### config.mk
export PLATFORM = sky130hd
export DESIGN_NAME = quad_fifo_host
export DESIGN_NICKNAME = d
export VERILOG_FILES = /design/src/rtl/quad_fifo_pkg.sv /design/src/rtl/host_access_decode.sv /design/src/rtl/sticky_flag.sv /design/src/rtl/port_fifo.sv /design/src/rtl/quad_fifo_host.sv
export SDC_FILE = /design/constraint.sdc
export NUM_CORES = 1
export LEC_CHECK = 0
export BUFFER_PORTS_ARGS = -buffer_cell sky130_fd_sc_hd__buf_4
export CORE_ASPECT_RATIO = 0.9
export CORE_MARGIN = 4
export CORE_UTILIZATION = 60
export CTS_CLUSTER_SIZE = 40
export DETAILED_ROUTE_END_ITERATION = 7
export PLACE_DENSITY = 0.8
export RECOVER_POWER = 100
export SLEW_MARGIN = 25
export SYNTH_ARGS = -nofsm -noshare
export SYNTH_HDL_FRONTEND = slang
export SYNTH_SLANG_ARGS = --single-unit
### constraint.sdc
create_clock -name clk -period 5.69 [get_ports clk]
set_clock_uncertainty 0.05 [all_clocks]
set_input_delay 0 -clock clk [delete_from_list [all_inputs] [get_ports clk]]
set_output_delay 0 -clock clk [all_outputs]
set_load 0.01 [all_outputs]
### src/rtl/quad_fifo_pkg.sv
package quad_fifo_pkg;

    localparam int NPORT = 4;
    localparam int DW    = 32;
    localparam int NB    = DW / 8;
    localparam int PSW   = $clog2(NPORT);

    typedef struct packed {
        logic [NB-1:0] be_n;
        logic [DW-1:0] data;
    } tx_word_t;

    typedef struct packed {
        logic             rd;
        logic             wr;
        logic [NPORT-1:0] sel;
    } host_cmd_t;

    function automatic logic [NPORT-1:0] port_onehot(input logic [PSW-1:0] ps);
        logic [NPORT-1:0] v;
        v = '0;
        v[ps] = 1'b1;
        return v;
    endfunction

    function automatic logic [DW-1:0] keep_bytes(input logic [DW-1:0] d,
                                                 input logic [NB-1:0] ben);
        logic [DW-1:0] r;
        for (int i = 0; i < NB; i++) begin
            r[8*i +: 8] = ben[i] ? 8'h00 : d[8*i +: 8];
        end
        return r;
    endfunction

endpackage

### src/rtl/host_access_decode.sv
module host_access_decode
    import quad_fifo_pkg::*;
(
    input  logic           rx_if_en_n,
    input  logic           rx_rd_en_n,
    input  logic           tx_if_en_n,
    input  logic           tx_wr_en_n,
    input  logic [PSW-1:0] port_sel,
    output host_cmd_t      cmd
);
    always_comb begin
        cmd.rd  = !rx_if_en_n && !rx_rd_en_n;
        cmd.wr  = !tx_if_en_n && !tx_wr_en_n;
        cmd.sel = port_onehot(port_sel);
    end
endmodule

### src/rtl/sticky_flag.sv
module sticky_flag #(
    parameter int N = 4
) (
    input  logic         clk,
    input  logic         rst,
    input  logic [N-1:0] set,
    input  logic [N-1:0] clr,
    output logic [N-1:0] q
);
    // a new event wins over a clear on the same edge
    always_ff @(posedge clk) begin
        if (rst) q <= '0;
        else     q <= (q & ~clr) | set;
    end
endmodule

### src/rtl/port_fifo.sv
module port_fifo #(
    parameter int W     = 32,
    parameter int DEPTH = 4
) (
    input  logic         clk,
    input  logic         rst,
    input  logic         flush,
    input  logic         push,
    input  logic [W-1:0] wdata,
    input  logic         pop,
    output logic [W-1:0] rdata,
    output logic         empty,
    output logic         full
);
    localparam int AW = (DEPTH > 1) ? $clog2(DEPTH) : 1;
    localparam int CW = $clog2(DEPTH + 1);

    logic [W-1:0]  mem [DEPTH];
    logic [AW-1:0] wr_ptr, rd_ptr;
    logic [CW-1:0] count;
    logic          do_push, do_pop;

    function automatic logic [AW-1:0] bump(input logic [AW-1:0] p);
        return (p == AW'(DEPTH - 1)) ? '0 : p + AW'(1);
    endfunction

    assign empty   = (count == '0);
    assign full    = (count == CW'(DEPTH));
    assign do_push = push && !full;
    assign do_pop  = pop && !empty;
    assign rdata   = mem[rd_ptr];

    always_ff @(posedge clk) begin
        if (do_push) mem[wr_ptr] <= wdata;
    end

    always_ff @(posedge clk) begin
        if (rst || flush) begin
            wr_ptr <= '0;
            rd_ptr <= '0;
            count  <= '0;
        end else begin
            if (do_push) wr_ptr <= bump(wr_ptr);
            if (do_pop)  rd_ptr <= bump(rd_ptr);
            case ({do_push, do_pop})
                2'b10:   count <= count + CW'(1);
                2'b01:   count <= count - CW'(1);
                default: count <= count;
            endcase
        end
    end
endmodule

### src/rtl/quad_fifo_host.sv
module quad_fifo_host
    import quad_fifo_pkg::*;
#(
    parameter int DEPTH = 4
) (
    input  logic                 clk,
    input  logic                 rst,
    input  logic                 rx_if_en_n,
    input  logic                 rx_rd_en_n,
    input  logic                 tx_if_en_n,
    input  logic                 tx_wr_en_n,
    input  logic [PSW-1:0]       port_sel,
    input  logic [NB-1:0]        byte_en_n,
    input  logic [DW-1:0]        host_wdata,
    output logic [DW-1:0]        host_rdata,
    input  logic                 rx_status_clr,
    input  logic                 tx_retry_clr,
    input  logic                 rx_abort,
    output logic [NPORT-1:0]     rx_ready,
    output logic [NPORT-1:0]     rx_status,
    output logic                 rx_flags_oe,
    output logic [NPORT-1:0]     tx_ready,
    output logic [NPORT-1:0]     tx_retry,
    output logic                 tx_flags_oe,
    input  logic [NPORT-1:0]     mac_rx_push,
    input  logic [NPORT*DW-1:0]  mac_rx_wdata,
    output logic [NPORT-1:0]     mac_rx_full,
    input  logic [NPORT-1:0]     mac_tx_pop,
    output logic [NPORT*DW-1:0]  mac_tx_rdata,
    output logic [NPORT*NB-1:0]  mac_tx_rbe_n,
    output logic [NPORT-1:0]     mac_tx_avail
);
    localparam int TXW = $bits(tx_word_t);

    host_cmd_t        cmd;
    logic [NPORT-1:0] rx_empty, rx_full, tx_empty, tx_full;
    logic [NPORT-1:0] rx_pop, tx_push, rx_flush;
    logic [NPORT-1:0] rx_err_set, rx_err_clr, tx_err_set, tx_err_clr;
    logic [DW-1:0]    rx_head [NPORT];
    tx_word_t         tx_head [NPORT];
    tx_word_t         tx_in;

    host_access_decode u_dec (
        .rx_if_en_n (rx_if_en_n),
        .rx_rd_en_n (rx_rd_en_n),
        .tx_if_en_n (tx_if_en_n),
        .tx_wr_en_n (tx_wr_en_n),
        .port_sel   (port_sel),
        .cmd        (cmd)
    );

    assign rx_pop   = cmd.rd        ? cmd.sel : '0;
    assign tx_push  = cmd.wr        ? cmd.sel : '0;
    assign rx_flush = rx_abort      ? cmd.sel : '0;
    assign rx_err_clr = rx_status_clr ? cmd.sel : '0;
    assign tx_err_clr = tx_retry_clr  ? cmd.sel : '0;
    assign rx_err_set = rx_pop & rx_empty;
    assign tx_err_set = tx_push & tx_full;

    assign tx_in.be_n = byte_en_n;
    assign tx_in.data = host_wdata;

    for (genvar p = 0; p < NPORT; p++) begin : g_port
        port_fifo #(.W(DW), .DEPTH(DEPTH)) u_rxq (
            .clk   (clk),
            .rst   (rst),
            .flush (rx_flush[p]),
            .push  (mac_rx_push[p]),
            .wdata (mac_rx_wdata[p*DW +: DW]),
            .pop   (rx_pop[p]),
            .rdata (rx_head[p]),
            .empty (rx_empty[p]),
            .full  (rx_full[p])
        );

        port_fifo #(.W(TXW), .DEPTH(DEPTH)) u_txq (
            .clk   (clk),
            .rst   (rst),
            .flush (1'b0),
            .push  (tx_push[p]),
            .wdata (tx_in),
            .pop   (mac_tx_pop[p]),
            .rdata (tx_head[p]),
            .empty (tx_empty[p]),
            .full  (tx_full[p])
        );

        assign mac_tx_rdata[p*DW +: DW] = tx_head[p].data;
        assign mac_tx_rbe_n[p*NB +: NB] = tx_head[p].be_n;
    end

    sticky_flag #(.N(NPORT)) u_rx_err (
        .clk (clk), .rst (rst), .set (rx_err_set), .clr (rx_err_clr), .q (rx_status)
    );

    sticky_flag #(.N(NPORT)) u_tx_err (
        .clk (clk), .rst (rst), .set (tx_err_set), .clr (tx_err_clr), .q (tx_retry)
    );

    always_ff @(posedge clk) begin
        if (rst) begin
            host_rdata <= '0;
        end else if (cmd.rd && !rx_empty[port_sel]) begin
            host_rdata <= keep_bytes(rx_head[port_sel], byte_en_n);
        end
    end

    assign rx_ready     = ~rx_empty;
    assign tx_ready     = ~tx_full;
    assign mac_rx_full  = rx_full;
    assign mac_tx_avail = ~tx_empty;
    assign rx_flags_oe  = !rx_if_en_n;
    assign tx_flags_oe  = !tx_if_en_n;
endmodule

==> results.cfg <==
[floorplan]
fp.dieW_um = 298
start_util_pct = 60.6
fp-row-count = 95
die_h_um = 269
core_sq_mm = 0.0748
io_pins = 385
design.die.area_sq_mm = 0.0799

[critical_path]
start_kind = input port
path_max_fanout = 36
worst_ep_required_time_ns = 5.85
path_cells = dlygate4sd3_1 -> clkbuf_1 -> nor2b_1 -> nand2_1 -> a21oi_1 -> and2_0
crit_buf_inv = 2
slowest_stage = and2_0
worstPathArrival_ns = 4.27
path_class = in -> reg
slowest_delay_ns = 2.11
end_kind = flip-flop
cpLargestDelayFamily = simple AND/OR/NAND/NOR gates

[routing]
drt-met1-wl_um = 38500
wl_per_cell_um = 26.8
firstDrtPassIters = 5
via_count = 24500
drc_errors = 0
initialDrtViolationCount = 2193
via_per_inst = 6.03
drt-total-wl_um = 109000
met3_length_um = 8770
antenna_left = 0
maxUsedRoutingLayer = met5
dr_wl_met2_um = 57200

[clock_network]
cts_sinks = 1200
post_cts_resize_count = 0
clk_latency_ns = 0.68
cts_tree = done
numCtsBuffers = 112
post_cts_buffers = 0
clk_pin_slew_ns = 0.06
postCtsHoldBufs = 221
h-tree-depth = 3
clock_path_buffers = 3
root_buffer = clkbuf_16

[pwr]
clockPowerShare_pct = 40.9
p_sw_w = 0.00402
peakVddDrop_mv = 0.269
p_seq_share_pct = 52.7
powerDensity_mw_per_mm2 = 349
p_int_w = 0.0148
p_leak_nw = 17.0
p_comb_share_pct = 6.4
switching_share_pct = 21.4

[cells_and_area]
layout-drive-gt1-share_pct = 13.6
nets = 3224
fin_area_sq_mm = 0.0539
fillers = 4544
syn_to_final_growth_pct = 19.1

[synth]
ys_top_cells_by_area = edfxtp_1, mux4_2, mux2i_1, dfxtp_1, ha_1
ys_seq_area_share_pct = 77.1
syn_area_per_cell_sq_um = 19.4
synthSimpleGateAreaFrac_pct = 2.77
yosys_warnings = 0
synthMuxAreaShare_pct = 12.8
synthAdderAreaFrac_pct = 1.68
yosysTopAreaCell = edfxtp_1
synth_top_area_share_pct = 72.1
synthCells = 2338
netlist_area_sq_mm = 0.0453
syn_nets = 2577
synthDistinctLibCells = 40
synthXorXnorAreaFrac_pct = 0.309
synth_top_family_by_area = multiplexers
ys_ff_latch = 1200
synth-compound-area-share_pct = 3.69

[timing]
period_share_pct = 72.3
worst_pin_slew_ns = 3.06
layout_min_cycle_time_ns = 4.11
rsz0062_at_grt = no
setup_viol = 0
fin_tns_setup_ns = 0
finalHoldViolCount = 0
fmax_mhz = 243
maxSlewHeadroom_pct = -104
drv_slew = 857
whs_ns = 0.0876

[flow_run]
maxCapViolations = 25

[grt]
grt_pass1_wl_um = 161000
grt_use_total_pct = 27.1
grt_pass1_vias = 25200
grt-ovfl-total = 0
antenna_found_initial = 17
grt_start_max_net_pins = 65

[place]
io_buffers = 384
gp_congestion = 0.806
hpwl_um = 64000
placed_area_sq_mm = 0.0492

[hold_path]
hp-class = in -> reg

[outcome]
status = finished, violations left
violations = capacitance limit, slew limit
==> layer usage <==
metal	track usage, %	vias up
met5	0	-
met4	9.38	16
met3	5.22	236
met2	48.7	1137
met1	33.5	12500
li1	-	10600
==> sequential cells by signal, summed over array words and instances, names as in the netlist, named ones only <==
name,count
g_port.u_rxq.count,12
g_port.u_rxq.mem,512
g_port.u_rxq.rd_ptr,8
g_port.u_rxq.wr_ptr,8
g_port.u_txq.count,12
g_port.u_txq.mem,576
g_port.u_txq.rd_ptr,8
g_port.u_txq.wr_ptr,8
host_rdata,32
u_rx_err.q,4
u_tx_err.q,4
==> final timing paths <==
kind                                         startpoint                                   end  slack (ns)  cells after the start
setup / recovery                            port_sel[0]  g_port[1].u_txq.mem[1][16]$_DFFE_PP_        1.58                      6
hold / removal                         mac_rx_wdata[71]   g_port[2].u_rxq.mem[1][7]$_DFFE_PP_        0.09                      2
setup reg to reg  g_port[3].u_txq.count[0]$_SDFFE_PP0P_  g_port[3].u_txq.mem[3][34]$_DFFE_PP_        2.11                      4
hold reg to reg             host_rdata[31]$_SDFFE_PP0P_           host_rdata[31]$_SDFFE_PP0P_        0.41                      2
==> logic make-up after synthesis <==
| logic type | after synthesis |
|---|---|
| buffers and inverters | 166 |
| and+or+nand+nor | 266 |
| DFF | 1200 |
| AOI/OAI and AO/OA | 233 |
| adders and majority gates | 56 |
| muxes | 401 |
| xor gates and xnor gates | 16 |
==> cell usage after synthesis <==
cell	count
dfxtp_1	112
buf_6	5
or3_1	25
nand4_1	1
nand3_1	5
a21oi_1	51
nand3b_1	1
nand2b_1	2
a32oi_1	4
nor2_1	48
o22ai_1	64
and3_1	5
clkbuf_1	36
a22oi_2	1
o21ai_0	8
a21oi_2	3
o22a_1	32
nor2b_1	6
a31oi_2	1
inv_2	6
mux4_2	144
xor2_1	16
inv_1	56
and2_1	33
nand2_1	93
mux2i_1	257
buf_1	16
nor2_2	2
fa_1	8
nand3_2	1
o21ai_1	1
a22oi_4	1
edfxtp_1	1088
o221ai_1	32
nor3_1	44
o21ai_2	31
ha_1	48
a21o_1	4
buf_4	5
buf_2	42
==> cells in the final DEF, fill, tap and decap left out, types with 44 or more instances in the layout <==
| cell type | count |
|---|---|
| clkbuf_16 | 112 |
| mux2i_1 | 257 |
| ha_1 | 48 |
| clkbuf_1 | 391 |
| edfxtp_1 | 1088 |
| nand2_1 | 93 |
| nor3_1 | 44 |
| inv_1 | 58 |
| a21oi_1 | 54 |
| mux4_2 | 144 |
| nor2_1 | 50 |
| dlygate4sd3_1 | 221 |
| dfxtp_1 | 100 |
| o22ai_1 | 64 |
==> metrics by stage <==
stage	utilization (%)	cells	setup slack, ns	total power, W
after floorplan	-	2338	3.55	0.0107
after global placement	65.7	3615	3.10	0.0112
after detailed placement	65.8	3616	3.00	0.0113
after CTS	73.8	4049	2.51	0.0190
after global routing	72.1	4056	1.29	0.0194
final	72.1	4061	1.58	0.0188
==> power by group through the flow <==
stage | Clock (W) | Sequential [W] | Combinational [W]
6_report | 0.00769 | 0.00991 | 0.00121
5_1_grt | 0.00819 | 0.00992 | 0.00130
4_1_cts | 0.00774 | 0.00990 | 0.00134
3_5_place_dp | 0 | 0.0101 | 0.00120
3_3_place_gp | 0 | 0.0101 | 0.00115
2_1_floorplan | 0 | 0.0101 | 0.000625
==> final cells by class <==
class	count	area (sq um)	share of cell area (%)
repair buffers	637	4070	7.55
flip-flops and latches	1200	34900	64.8
inverters	62	233	0.432
well taps	970	1210	2.25
clock buffers	151	3040	5.63
multi-input cells	972	9630	17.9
diodes	8	20.0	0.0371
clock inverters	61	779	1.45
No activity file was read; power rests on OpenSTA's default activity.
